[src/rtl/ldu_pkg.sv]
package ldu_pkg;

    // Instruction field layout
    localparam int OPC_HI = 31;
    localparam int OPC_LO = 26;
    localparam int RS_HI  = 25;
    localparam int RS_LO  = 21;
    localparam int RT_HI  = 20;
    localparam int RT_LO  = 16;

    // Opcodes
    localparam logic [5:0] OPC_ALU   = 6'd0;
    localparam logic [5:0] OPC_LOAD  = 6'd35;
    localparam logic [5:0] OPC_STORE = 6'd43;
    localparam logic [5:0] OPC_BEQ   = 6'd4;

    // Control word carried into execute, MSB first
    typedef struct packed {
        logic       reg_dst;
        logic       alu_src;
        logic       mem_to_reg;
        logic       reg_write;
        logic       mem_read;
        logic       mem_write;
        logic       branch;
        logic [1:0] alu_op;
    } ex_ctrl_t;

    localparam int CTRL_W = $bits(ex_ctrl_t);

    typedef enum logic {
        ST_FLOW = 1'b0,
        ST_HOLD = 1'b1
    } ilk_state_t;

endpackage

[src/rtl/ldu_decode.sv]
module ldu_decode
    import ldu_pkg::*;
(
    input  logic [5:0] opcode,
    output ex_ctrl_t   ctrl
);

    always_comb begin
        ctrl = '0;
        unique case (opcode)
            OPC_ALU: begin
                ctrl.reg_dst   = 1'b1;
                ctrl.reg_write = 1'b1;
                ctrl.alu_op    = 2'b10;
            end
            OPC_LOAD: begin
                ctrl.alu_src    = 1'b1;
                ctrl.mem_to_reg = 1'b1;
                ctrl.reg_write  = 1'b1;
                ctrl.mem_read   = 1'b1;
            end
            OPC_STORE: begin
                ctrl.alu_src   = 1'b1;
                ctrl.mem_write = 1'b1;
            end
            OPC_BEQ: begin
                ctrl.branch = 1'b1;
                ctrl.alu_op = 2'b01;
            end
            default: ctrl = '0;
        endcase
    end

endmodule

[src/rtl/ldu_detect.sv]
module ldu_detect #(
    parameter int REG_AW = 5
) (
    input  logic              ex_mem_read,
    input  logic [REG_AW-1:0] ex_rt,
    input  logic [REG_AW-1:0] id_rs,
    input  logic [REG_AW-1:0] id_rt,
    output logic              stall
);

    logic ex_rt_live;
    logic src_match;

    always_comb begin
        ex_rt_live = (ex_rt != '0);
        src_match  = (ex_rt == id_rs) || (ex_rt == id_rt);
        stall      = ex_mem_read && ex_rt_live && src_match;
    end

endmodule

[src/rtl/ldu_fsm.sv]
module ldu_fsm
    import ldu_pkg::*;
(
    input  logic clk,
    input  logic rst_n,
    input  logic stall,
    output logic in_hold
);

    ilk_state_t state_q;
    ilk_state_t state_d;

    always_ff @(posedge clk) begin
        if (!rst_n) state_q <= ST_FLOW;
        else        state_q <= state_d;
    end

    always_comb begin
        unique case (state_q)
            ST_FLOW: state_d = stall ? ST_HOLD : ST_FLOW;  // stall_seen / no_hazard
            ST_HOLD: state_d = ST_FLOW;                    // bubble_done
            default: state_d = ST_FLOW;
        endcase
    end

    always_comb begin
        unique case (state_q)
            ST_FLOW: in_hold = 1'b0;
            ST_HOLD: in_hold = 1'b1;
            default: in_hold = 1'b0;
        endcase
    end

    // the bubble slot can never request a second stall
    a_r6_single_bubble: assert property (@(posedge clk) disable iff (!rst_n)
        (state_q == ST_HOLD) |-> !stall);

endmodule

[src/rtl/ldu_front.sv]
module ldu_front #(
    parameter int PC_W    = 32,
    parameter int INSTR_W = 32
) (
    input  logic               clk,
    input  logic               rst_n,
    input  logic               advance,
    input  logic [INSTR_W-1:0] fetch_word,
    output logic [PC_W-1:0]    pc_q,
    output logic [INSTR_W-1:0] ifid_q
);

    localparam int STEP = INSTR_W / 8;

    always_ff @(posedge clk) begin
        if (!rst_n) begin
            pc_q   <= '0;
            ifid_q <= '0;
        end else if (advance) begin
            pc_q   <= pc_q + PC_W'(STEP);
            ifid_q <= fetch_word;
        end
    end

endmodule

[src/rtl/lduse_interlock.sv]
module lduse_interlock
    import ldu_pkg::*;
#(
    parameter int PC_W     = 32,
    parameter int INSTR_W  = 32,
    parameter int NUM_REGS = 32
) (
    input  logic                        clk,
    input  logic                        rst_n,
    input  logic [INSTR_W-1:0]          fetch_word,
    output logic [PC_W-1:0]             pc_q,
    output logic                        pc_write,
    output logic                        ifid_write,
    output logic                        ctrl_zero,
    output logic [INSTR_W-1:0]          ifid_word,
    output logic [CTRL_W-1:0]           idex_ctrl,
    output logic [$clog2(NUM_REGS)-1:0] idex_rs,
    output logic [$clog2(NUM_REGS)-1:0] idex_rt,
    output logic                        bubble_in_ex
);

    localparam int REG_AW = $clog2(NUM_REGS);
    localparam int STEP   = INSTR_W / 8;

    logic              stall;
    logic [REG_AW-1:0] id_rs;
    logic [REG_AW-1:0] id_rt;
    ex_ctrl_t          dec_ctrl;
    ex_ctrl_t          ex_ctrl_q;

    assign id_rs = ifid_word[RS_HI:RS_LO];
    assign id_rt = ifid_word[RT_HI:RT_LO];

    ldu_front #(.PC_W(PC_W), .INSTR_W(INSTR_W)) u_front (
        .clk        (clk),
        .rst_n      (rst_n),
        .advance    (!stall),
        .fetch_word (fetch_word),
        .pc_q       (pc_q),
        .ifid_q     (ifid_word)
    );

    ldu_decode u_dec (
        .opcode (ifid_word[OPC_HI:OPC_LO]),
        .ctrl   (dec_ctrl)
    );

    ldu_detect #(.REG_AW(REG_AW)) u_det (
        .ex_mem_read (ex_ctrl_q.mem_read),
        .ex_rt       (idex_rt),
        .id_rs       (id_rs),
        .id_rt       (id_rt),
        .stall       (stall)
    );

    ldu_fsm u_fsm (
        .clk     (clk),
        .rst_n   (rst_n),
        .stall   (stall),
        .in_hold (bubble_in_ex)
    );

    // Decode/execute register: control cleared on a stall
    always_ff @(posedge clk) begin
        if (!rst_n) begin
            ex_ctrl_q <= '0;
            idex_rs   <= '0;
            idex_rt   <= '0;
        end else begin
            ex_ctrl_q <= stall ? ex_ctrl_t'('0) : dec_ctrl;
            idex_rs   <= id_rs;
            idex_rt   <= id_rt;
        end
    end

    assign idex_ctrl  = ex_ctrl_q;
    assign ctrl_zero  = stall;
    assign pc_write   = !stall;
    assign ifid_write = !stall;

    // a stalled cycle leaves PC and fetch/decode unchanged
    a_r4_front_frozen: assert property (@(posedge clk) disable iff (!rst_n)
        stall |=> (pc_q == $past(pc_q)) && (ifid_word == $past(ifid_word)));

    // a stall is followed by an all-zero control word
    a_r5_zero_ctrl: assert property (@(posedge clk) disable iff (!rst_n)
        stall |=> (idex_ctrl == '0));

    // a load targeting register 0 never stalls
    a_r3_rt_zero_free: assert property (@(posedge clk) disable iff (!rst_n)
        (idex_rt == '0) |-> !ctrl_zero);

    // a non-load in execute never stalls
    a_r7_nonload_free: assert property (@(posedge clk) disable iff (!rst_n)
        !ex_ctrl_q.mem_read |-> !ctrl_zero);

    // unstalled cycles step the PC by one instruction
    a_r8_pc_step: assert property (@(posedge clk) disable iff (!rst_n)
        !stall |=> (pc_q == $past(pc_q) + PC_W'(STEP)));

endmodule

[config.mk]
export PLATFORM = sky130hd
export DESIGN_NAME = lduse_interlock
export DESIGN_NICKNAME = d
export VERILOG_FILES = /design/src/rtl/ldu_pkg.sv /design/src/rtl/ldu_decode.sv /design/src/rtl/ldu_detect.sv /design/src/rtl/ldu_fsm.sv /design/src/rtl/ldu_front.sv /design/src/rtl/lduse_interlock.sv
export SDC_FILE = /design/constraint.sdc
export NUM_CORES = 1
export LEC_CHECK = 0
export BUFFER_PORTS_ARGS = -buffer_cell sky130_fd_sc_hd__clkbuf_2
export CORE_MARGIN = 3
export CORE_UTILIZATION = 45
export CTS_BUF_LIST = sky130_fd_sc_hd__clkbuf_4 sky130_fd_sc_hd__clkbuf_8 sky130_fd_sc_hd__clkbuf_16
export CTS_CLUSTER_SIZE = 14
export DETAILED_ROUTE_END_ITERATION = 7
export PLACE_DENSITY = 0.82
export SYNTH_ARGS = -nofsm -noshare
export SYNTH_HDL_FRONTEND = slang
export SYNTH_HIERARCHICAL = 1
export SYNTH_SLANG_ARGS = --single-unit
[constraint.sdc]
create_clock -name clk -period 2.3 [get_ports clk]
set_clock_uncertainty 0.1 [all_clocks]
set_input_delay 0.69 -clock clk [delete_from_list [all_inputs] [get_ports clk]]
set_output_delay 0.69 -clock clk [all_outputs]
set_load 0.05 [all_outputs]
==> summary.txt, run 1 <==
CTS tree -> built
PD cells -> 576.5 mW/mm2
Layout Utilization -> 67.66%
Worst Setup End Kind -> primary output
GP Congestion -> 0.8201
Avg Cell Area, Syn -> 9.930 um2
Max Used Layer -> met4
clock latency on the worst-skew pair -> 0.36 ns
register area -> 0.001680 mm2
Post-Route M1 WL -> 3.872 mm
CP Buf/Inv Count -> 2
slowest stage delay, CP -> 0.37 ns
cell family with the largest share of critical-path delay -> simple AND/OR/NAND/NOR gates
post-DR wirelength/cell -> 16.06 um
die width -> 93.51 um
CTS root buffer -> clkbuf_8
Die Area -> 0.008743 mm2
area of the multi-input gates -> 0.001958 mm2
hold crit path type -> reg -> reg
grt total ovfl -> 0
via/cell ratio -> 5.250
VDD IR-drop max -> 0.2541 mV
unrepaired setup endpoints after global routing -> yes
gr usage total -> 20.99%
max-cap violations -> 0
post-synth top area share -> 47.64%
Num CTS Buffers -> 9
top cell type by total area after synthesis -> dfxtp_1
Seq/Total Area, Yosys -> 47.64%
WS Path Type -> reg -> out
global-route wire length before repair -> 14.56 mm
Final period util -> 114.9%
Synth area leaders -> dfxtp_1, mux2i_1, nor2_1
CTS H-tree lvls -> 3
final hold slack -> 0.3912 ns
worst setup margin -> -0.3431 ns
routed wl met3 -> 638 um
Worst R2R Path Depth -> 10
critical path fanouts, max -> 4
Initial DRT Pass Iterations -> 4
IO buf count -> 118
largest net degree at the start of global routing -> 38
Setup Viol. Count Final -> 35
clock sinks -> 82
Setup TNS -> -2.856 ns
violated checks -> setup timing
Filler cells -> 570
initial antenna violation count -> 0
Max-slew headroom -> 57.99%
Worst Max-Slew Pin Slew -> 0.6263 ns
status -> finished with violations
number of global-route vias before repair -> 3153
Final Critical Period -> 2.643 ns
Hold Fails Final Rpt -> 0
crit path DAT -> 1.85 ns
clk buf depth -> 2
n_diodes -> 0
DRC violations left -> 0
FMAX -> 378.3 MHz
Routed Wire Length -> 9.558 mm
Nets -> 526
WP data required -> 1.51 ns
via count -> 3124
synthesized flop and latch total -> 82
core footprint -> 0.007331 mm2
die height -> 93.51 um
FP Rows -> 31
Post-Synthesis Cell Area -> 0.003446 mm2
Final ANT Viol Nets -> 0
crit-path cells -> xor2_1 -> nor3_1 -> nand3_1 -> a21oi_4 -> clkinvlp_4 -> clkbuf_8
HPWL after DPL -> 5.948 mm
Slowest cell on crit path -> dfxtp_4
WP depth -> 6
Synthesis Warnings -> 6
share of layout cells above drive strength 1 -> 50.81%
startpoint types -> register
area grow syn2layout -> 43.94%
starting density of the core -> 47.00%
clk slew on worst S/H paths -> 0.08 ns
Worst Hold Depth -> 2
Final Max Slew Viols -> 0
Initial DRC Count -> 135
Boundary Pins -> 121
Post-Place Worst Slack -> -0.1224 ns
Netlist cell types -> 39
WL met2 -> 4.805 mm
Overall Power -> 0.002859 W
cts hold-fix bufs -> 0
Leak Pwr -> 2.431 nW
Syn Inst Count -> 347
## routing by layer
layer	vias to the layer above	global-route usage, %
met5	-	0
met4	0	10.99
met3	23	5.792
met2	136	35.44
met1	1462	24.06
li1	1503	-
## state kept, by name, indices dropped and copies added, names as in the netlist
| name | count |
|---|---|
| u_front/ifid_q | 32 |
| u_front/pc_q | 30 |
| idex_rs | 5 |
| idex_ctrl | 9 |
| idex_rt | 5 |
| u_fsm/state_q | 1 |
## logic make-up (layout without fill, tap and decap cells)
family | count (synthesis) | count (layout) | share of synthesized area (%)
and+or+nand+nor | 144 | 145 | 24.22
DFF | 82 | 82 | 47.64
muxes | 37 | 37 | 10.75
buffers and inverters | 31 | 178 | 5.883
AOI/OAI and AO/OA | 29 | 29 | 5.446
xor gates and xnor gates | 22 | 22 | 5.592
adders and majority gates | 1 | 1 | 0.3631
other | 1 | 2 | 0.1088
## cell usage after synthesis (all sizes together)
cell,instances
nor4,7
nand4b,1
nand2b,4
inv,7
a21oi,13
clkbuf,10
conb,1
nor2,47
a2111oi,1
and2,11
and4,2
o31a,1
and3,1
nand2,11
or3,3
nand4,10
xnor2,15
nor3,10
or4,14
o31ai,10
dfxtp,82
o21ai,3
buf,14
nand3,11
xor2,7
o21a,1
ha,1
nor3b,2
and3b,10
mux2i,37
## metrics by stage
stage          cell area [um2]  std cells
2_1_floorplan             3585        348
3_3_place_gp              4263        563
3_5_place_dp              4263        563
4_1_cts                   4738        591
5_1_grt                   4960        595
6_report                  4960        595
## power breakdown
| group | total [W] | switching [W] | leakage [nW] | internal (W) |
|---|---|---|---|---|
| sequential | 0.00150 | 0.0000441 | 0.679 | 0.00146 |
| clock | 0.000936 | 0.000523 | 0.0865 | 0.000413 |
| combinational | 0.000419 | 0.000287 | 1.67 | 0.000132 |
## layout by cell type (no fill, tap or decap), types with 4 or more instances in the layout
cell and count:
or4_1 4, xor2_1 7, nor3_4 5, o31ai_1 5, or4_4 9, nor4_4 5, xnor2_1 13, buf_12 4
clkbuf_2 115, a21oi_1 5, nand3_1 8, dfxtp_4 8, buf_6 9, mux2i_1 35, dfxtp_2 7, dfxtp_1 67
and3b_2 9, nand2_1 10, a21oi_2 7, nand2b_1 4, buf_4 23, and2_1 5, nor2_1 46, nand4_1 9
inv_1 5, nor3_1 4, clkbuf_8 11, and2_2 6
## worst reg2reg max path: stages, from the launching register on
cell	delay [ns]
dfxtp_4	0.36
or4_4	0.54
o21ai_4	0.16
a21oi_4	0.06
clkinvlp_4	0.10
buf_4	0.12
buf_12	0.13
nand3_4	0.11
buf_6	0.17
or4_1	0.43
a21oi_2	0.14
## timing repair
action                     in CTS  in global routing
setup endpoints to repair      26                 64
resized for setup              39                 42
gates cloned                    3                  0
buffers inserted               10                  5
pin swaps                      22                 15
## area by class of cell
type | count | share of cell area [%]
repair buffers | 155 | 20.11
flip-flops and latches | 82 | 33.88
clock buffers | 11 | 2.800
inverters | 7 | 0.6054
multi-input cells | 236 | 39.48
clock inverters | 5 | 0.6307
well taps | 99 | 2.497
## final timing paths
path | from | end | slack, ns
worst max-delay path | idex_rt[0] | ifid_write | -0.34
worst min register to register | u_front/pc_q[31] | u_front/pc_q[31] | 0.39
worst max register to register | idex_rt[2] | u_front/pc_q[23] | -0.19
worst min-delay path | u_front/pc_q[31] | u_front/pc_q[31] | 0.39
Power figures use the tool's default switching activity.
==> run 2, diff against run 1 <==
- CORE_ASPECT_RATIO: not set -> 0.5
- clock period: 2.3 -> 2.13 ns (I/O delays scaled with it)
==> run 2 against run 1 <==
Net effect:
- the flow still finishes with violations (setup timing)
- largest cell class unchanged
- final cell count fell by 1.3%
- power is 32% higher
- sequential share of layout area is 0.15 points higher
- wire length down 8.8%
- worst hold slack worse by 0.015 ns
- core utilization increased by 2.4 points
- setup slack worse by 0.083 ns
==> summary.txt, run 2 (synthesis gave the netlist of run 1 again) <==
status -> finished with violations (unchanged)
violated checks -> setup timing (unchanged)
Layout Cells excl Fill -> 587 (was 595)
number of global-route vias before repair -> 2934 (was 3153)
WP data required -> 1.39 ns (was 1.51 ns)
crit path capture -> pc_write (was ifid_write)
startpoint types -> register (unchanged)
unrepaired setup endpoints after global routing -> yes (unchanged)
Setup Viol. Count Final -> 40 (was 35)
clock sinks -> 82 (unchanged)
placed cells -> 565 (was 563)
die height -> 67.88 um (was 93.51 um)
worst setup margin -> -0.4264 ns (was -0.3431 ns)
Crit. Startpoint -> idex_rt[0] (unchanged)
HPWL after DPL -> 5.959 mm (was 5.948 mm)
WS Path Type -> reg -> out (unchanged)
Hold Fails Final Rpt -> 0 (unchanged)
critical path fanouts, max -> 4 (unchanged)
hold crit path type -> reg -> reg (unchanged)
slowest stage delay, CP -> 0.36 ns (was 0.37 ns)
clk slew on worst S/H paths -> 0.06 ns (was 0.08 ns)
Num CTS Buffers -> 9 (unchanged)
Layout Utilization -> 70.02% (was 67.66%)
Routed Wire Length -> 8.717 mm (was 9.558 mm)
number of flip-flops under the largest register name -> 32 (unchanged)
FMAX -> 391.2 MHz
Nets -> 525 (was 526)
gr usage total -> 20.39% (was 20.99%)
IO buf count -> 118 (unchanged)
clk buf depth -> 2 (unchanged)
R2R setup slack -> -0.35 ns (was -0.19 ns)
area grow syn2layout -> 43.10% (was 43.94%)
most frequent cells in the layout -> clkbuf_2, dfxtp_1, nor2_1, mux2i_1, buf_4 (unchanged)
via count -> 3032 (was 3124)
CTS root buffer -> clkbuf_16 (was clkbuf_8)
max-cap violations -> 0 (unchanged)
VDD IR-drop max -> 0.4328 mV (was 0.2541 mV)
most common cell after layout, fill and taps aside -> clkbuf_2 (unchanged)
post-DR wirelength/cell -> 14.85 um (was 16.06 um)
n_diodes -> 0 (unchanged)
CTS tree -> built (unchanged)
share of layout cells above drive strength 1 -> 45.45% (was 50.81%)
Die Area -> 0.008807 mm2 (was 0.008743 mm2)
clock latency on the worst-skew pair -> 0.33 ns (was 0.36 ns)
Final ANT Viol Nets -> 0 (unchanged)
crit-path cells -> xor2_1 -> nor3_1 -> nand3_1 -> a21oi_4 -> clkinvlp_4 -> clkbuf_16 (was xor2_1 -> nor3_1 -> nand3_1 -> a21oi_4 -> clkinvlp_4 -> clkbuf_8)
die width -> 129.8 um (was 93.51 um)
Boundary Pins -> 121 (unchanged)
Final Max Slew Viols -> 0 (unchanged)
Final Critical Period -> 2.556 ns
Leak Pwr -> 2.411 nW (was 2.431 nW)
Final period util -> 120.0%
Initial DRC Count -> 125 (was 135)
Critical R2R Launch -> idex_rt[3] (was idex_rt[2])
global-route wire length before repair -> 13.87 mm (was 14.56 mm)
worst reg2reg endpoint -> u_front/pc_q[23] (unchanged)
most flop-heavy register -> u_front/ifid_q (unchanged)
largest net degree at the start of global routing -> 52 (was 38)
initial antenna violation count -> 0 (unchanged)
cts hold-fix bufs -> 0 (unchanged)
grt total ovfl -> 0 (unchanged)
CTS H-tree lvls -> 3 (unchanged)
core footprint -> 0.007042 mm2 (was 0.007331 mm2)
Setup TNS -> -7.305 ns (was -2.856 ns)
Post-Place Worst Slack -> -0.3151 ns (was -0.1224 ns)
FP Rows -> 21 (was 31)
Initial DRT Pass Iterations -> 4 (unchanged)
Worst Setup End Kind -> primary output (unchanged)
DRC violations left -> 0 (unchanged)
Worst Hold Depth -> 2 (unchanged)
via/cell ratio -> 5.165 (was 5.250)
Slowest cell on crit path -> dfxtp_4 (unchanged)
starting density of the core -> 48.93% (was 47.00%)
GP Congestion -> 0.7529 (was 0.8201)
PD cells -> 765.8 mW/mm2 (was 576.5 mW/mm2)
Worst R2R Path Depth -> 9 (was 10)
crit path DAT -> 1.82 ns (was 1.85 ns)
## run 2: cell types whose count changed in the layout (fill, tap and decap cells not counted), sizes merged
cell      delta
bufinv       +3
clkbuf       -1
clkinv       -1
clkinvlp     -1
nand2        -1
## run 2: power by group
part	total [W]	internal (W)	switching, W
clock network	0.00173	0.00115	0.000581
registers	0.00162	0.00158	0.0000426
logic	0.000424	0.000131	0.000293
total	0.00378	0.00286	0.000916
## run 2: cell type report
type	count	area [um2]
Clock buffer	10	232.7
Clock inverter	6	105.1
Multi-Input combinational cell	235	1754
Fill cell	556	2111
Inverter	7	30.03
Tap cell	92	115.1
Sequential cell	82	1678
Timing Repair Buffer	155	1016
## run 2: metrics by stage
step | instance area, um2 | total power (W) | hold WS (ns)
2_1_floorplan | 3568 | 0.001945 | 0.4868
3_3_place_gp | 4297 | 0.002058 | 0.3549
3_5_place_dp | 4297 | 0.002067 | 0.3691
4_1_cts | 4863 | 0.003808 | 0.3784
5_1_grt | 4931 | 0.003927 | 0.4210
6_report | 4931 | 0.003776 | 0.3766
## run 2: worst min-delay path by stage
stage | start | endpoint | slack [ns]
2_1_floorplan | u_front/ifid_q[21] | idex_rs[0] | 0.49
3_3_place_gp | u_front/pc_q[31] | u_front/pc_q[31] | 0.35
3_5_place_dp | u_front/pc_q[31] | u_front/pc_q[31] | 0.37
4_1_cts | u_front/pc_q[31] | u_front/pc_q[31] | 0.38
5_1_grt | u_front/ifid_q[1] | u_front/ifid_q[1] | 0.42
6_report | u_front/pc_q[31] | u_front/pc_q[31] | 0.38
## run 2: metal layers
metal	share of wire, %	global-route usage [%]
met1	41	23.54
met2	53	36.54
met3	4.5	5.612
met4	1.7	8.290
met5	0	0
## run 2: what timing repair did
action                                  in CTS  in global routing
gates resized for setup                     27                 14
setup buffers                                4                  1
endpoints found under the setup margin      62                 64
gates cloned                                 1                  0
pin swaps                                    6                  4
## run 2: critical path, delay by kind of cell (launching register included)
kind | cells | cell delay, ns
xor+xnor | 1 | 0.14
buf+inv | 2 | 0.42
flops | 1 | 0.36
simple gates | 2 | 0.35
compound gates | 1 | 0.21
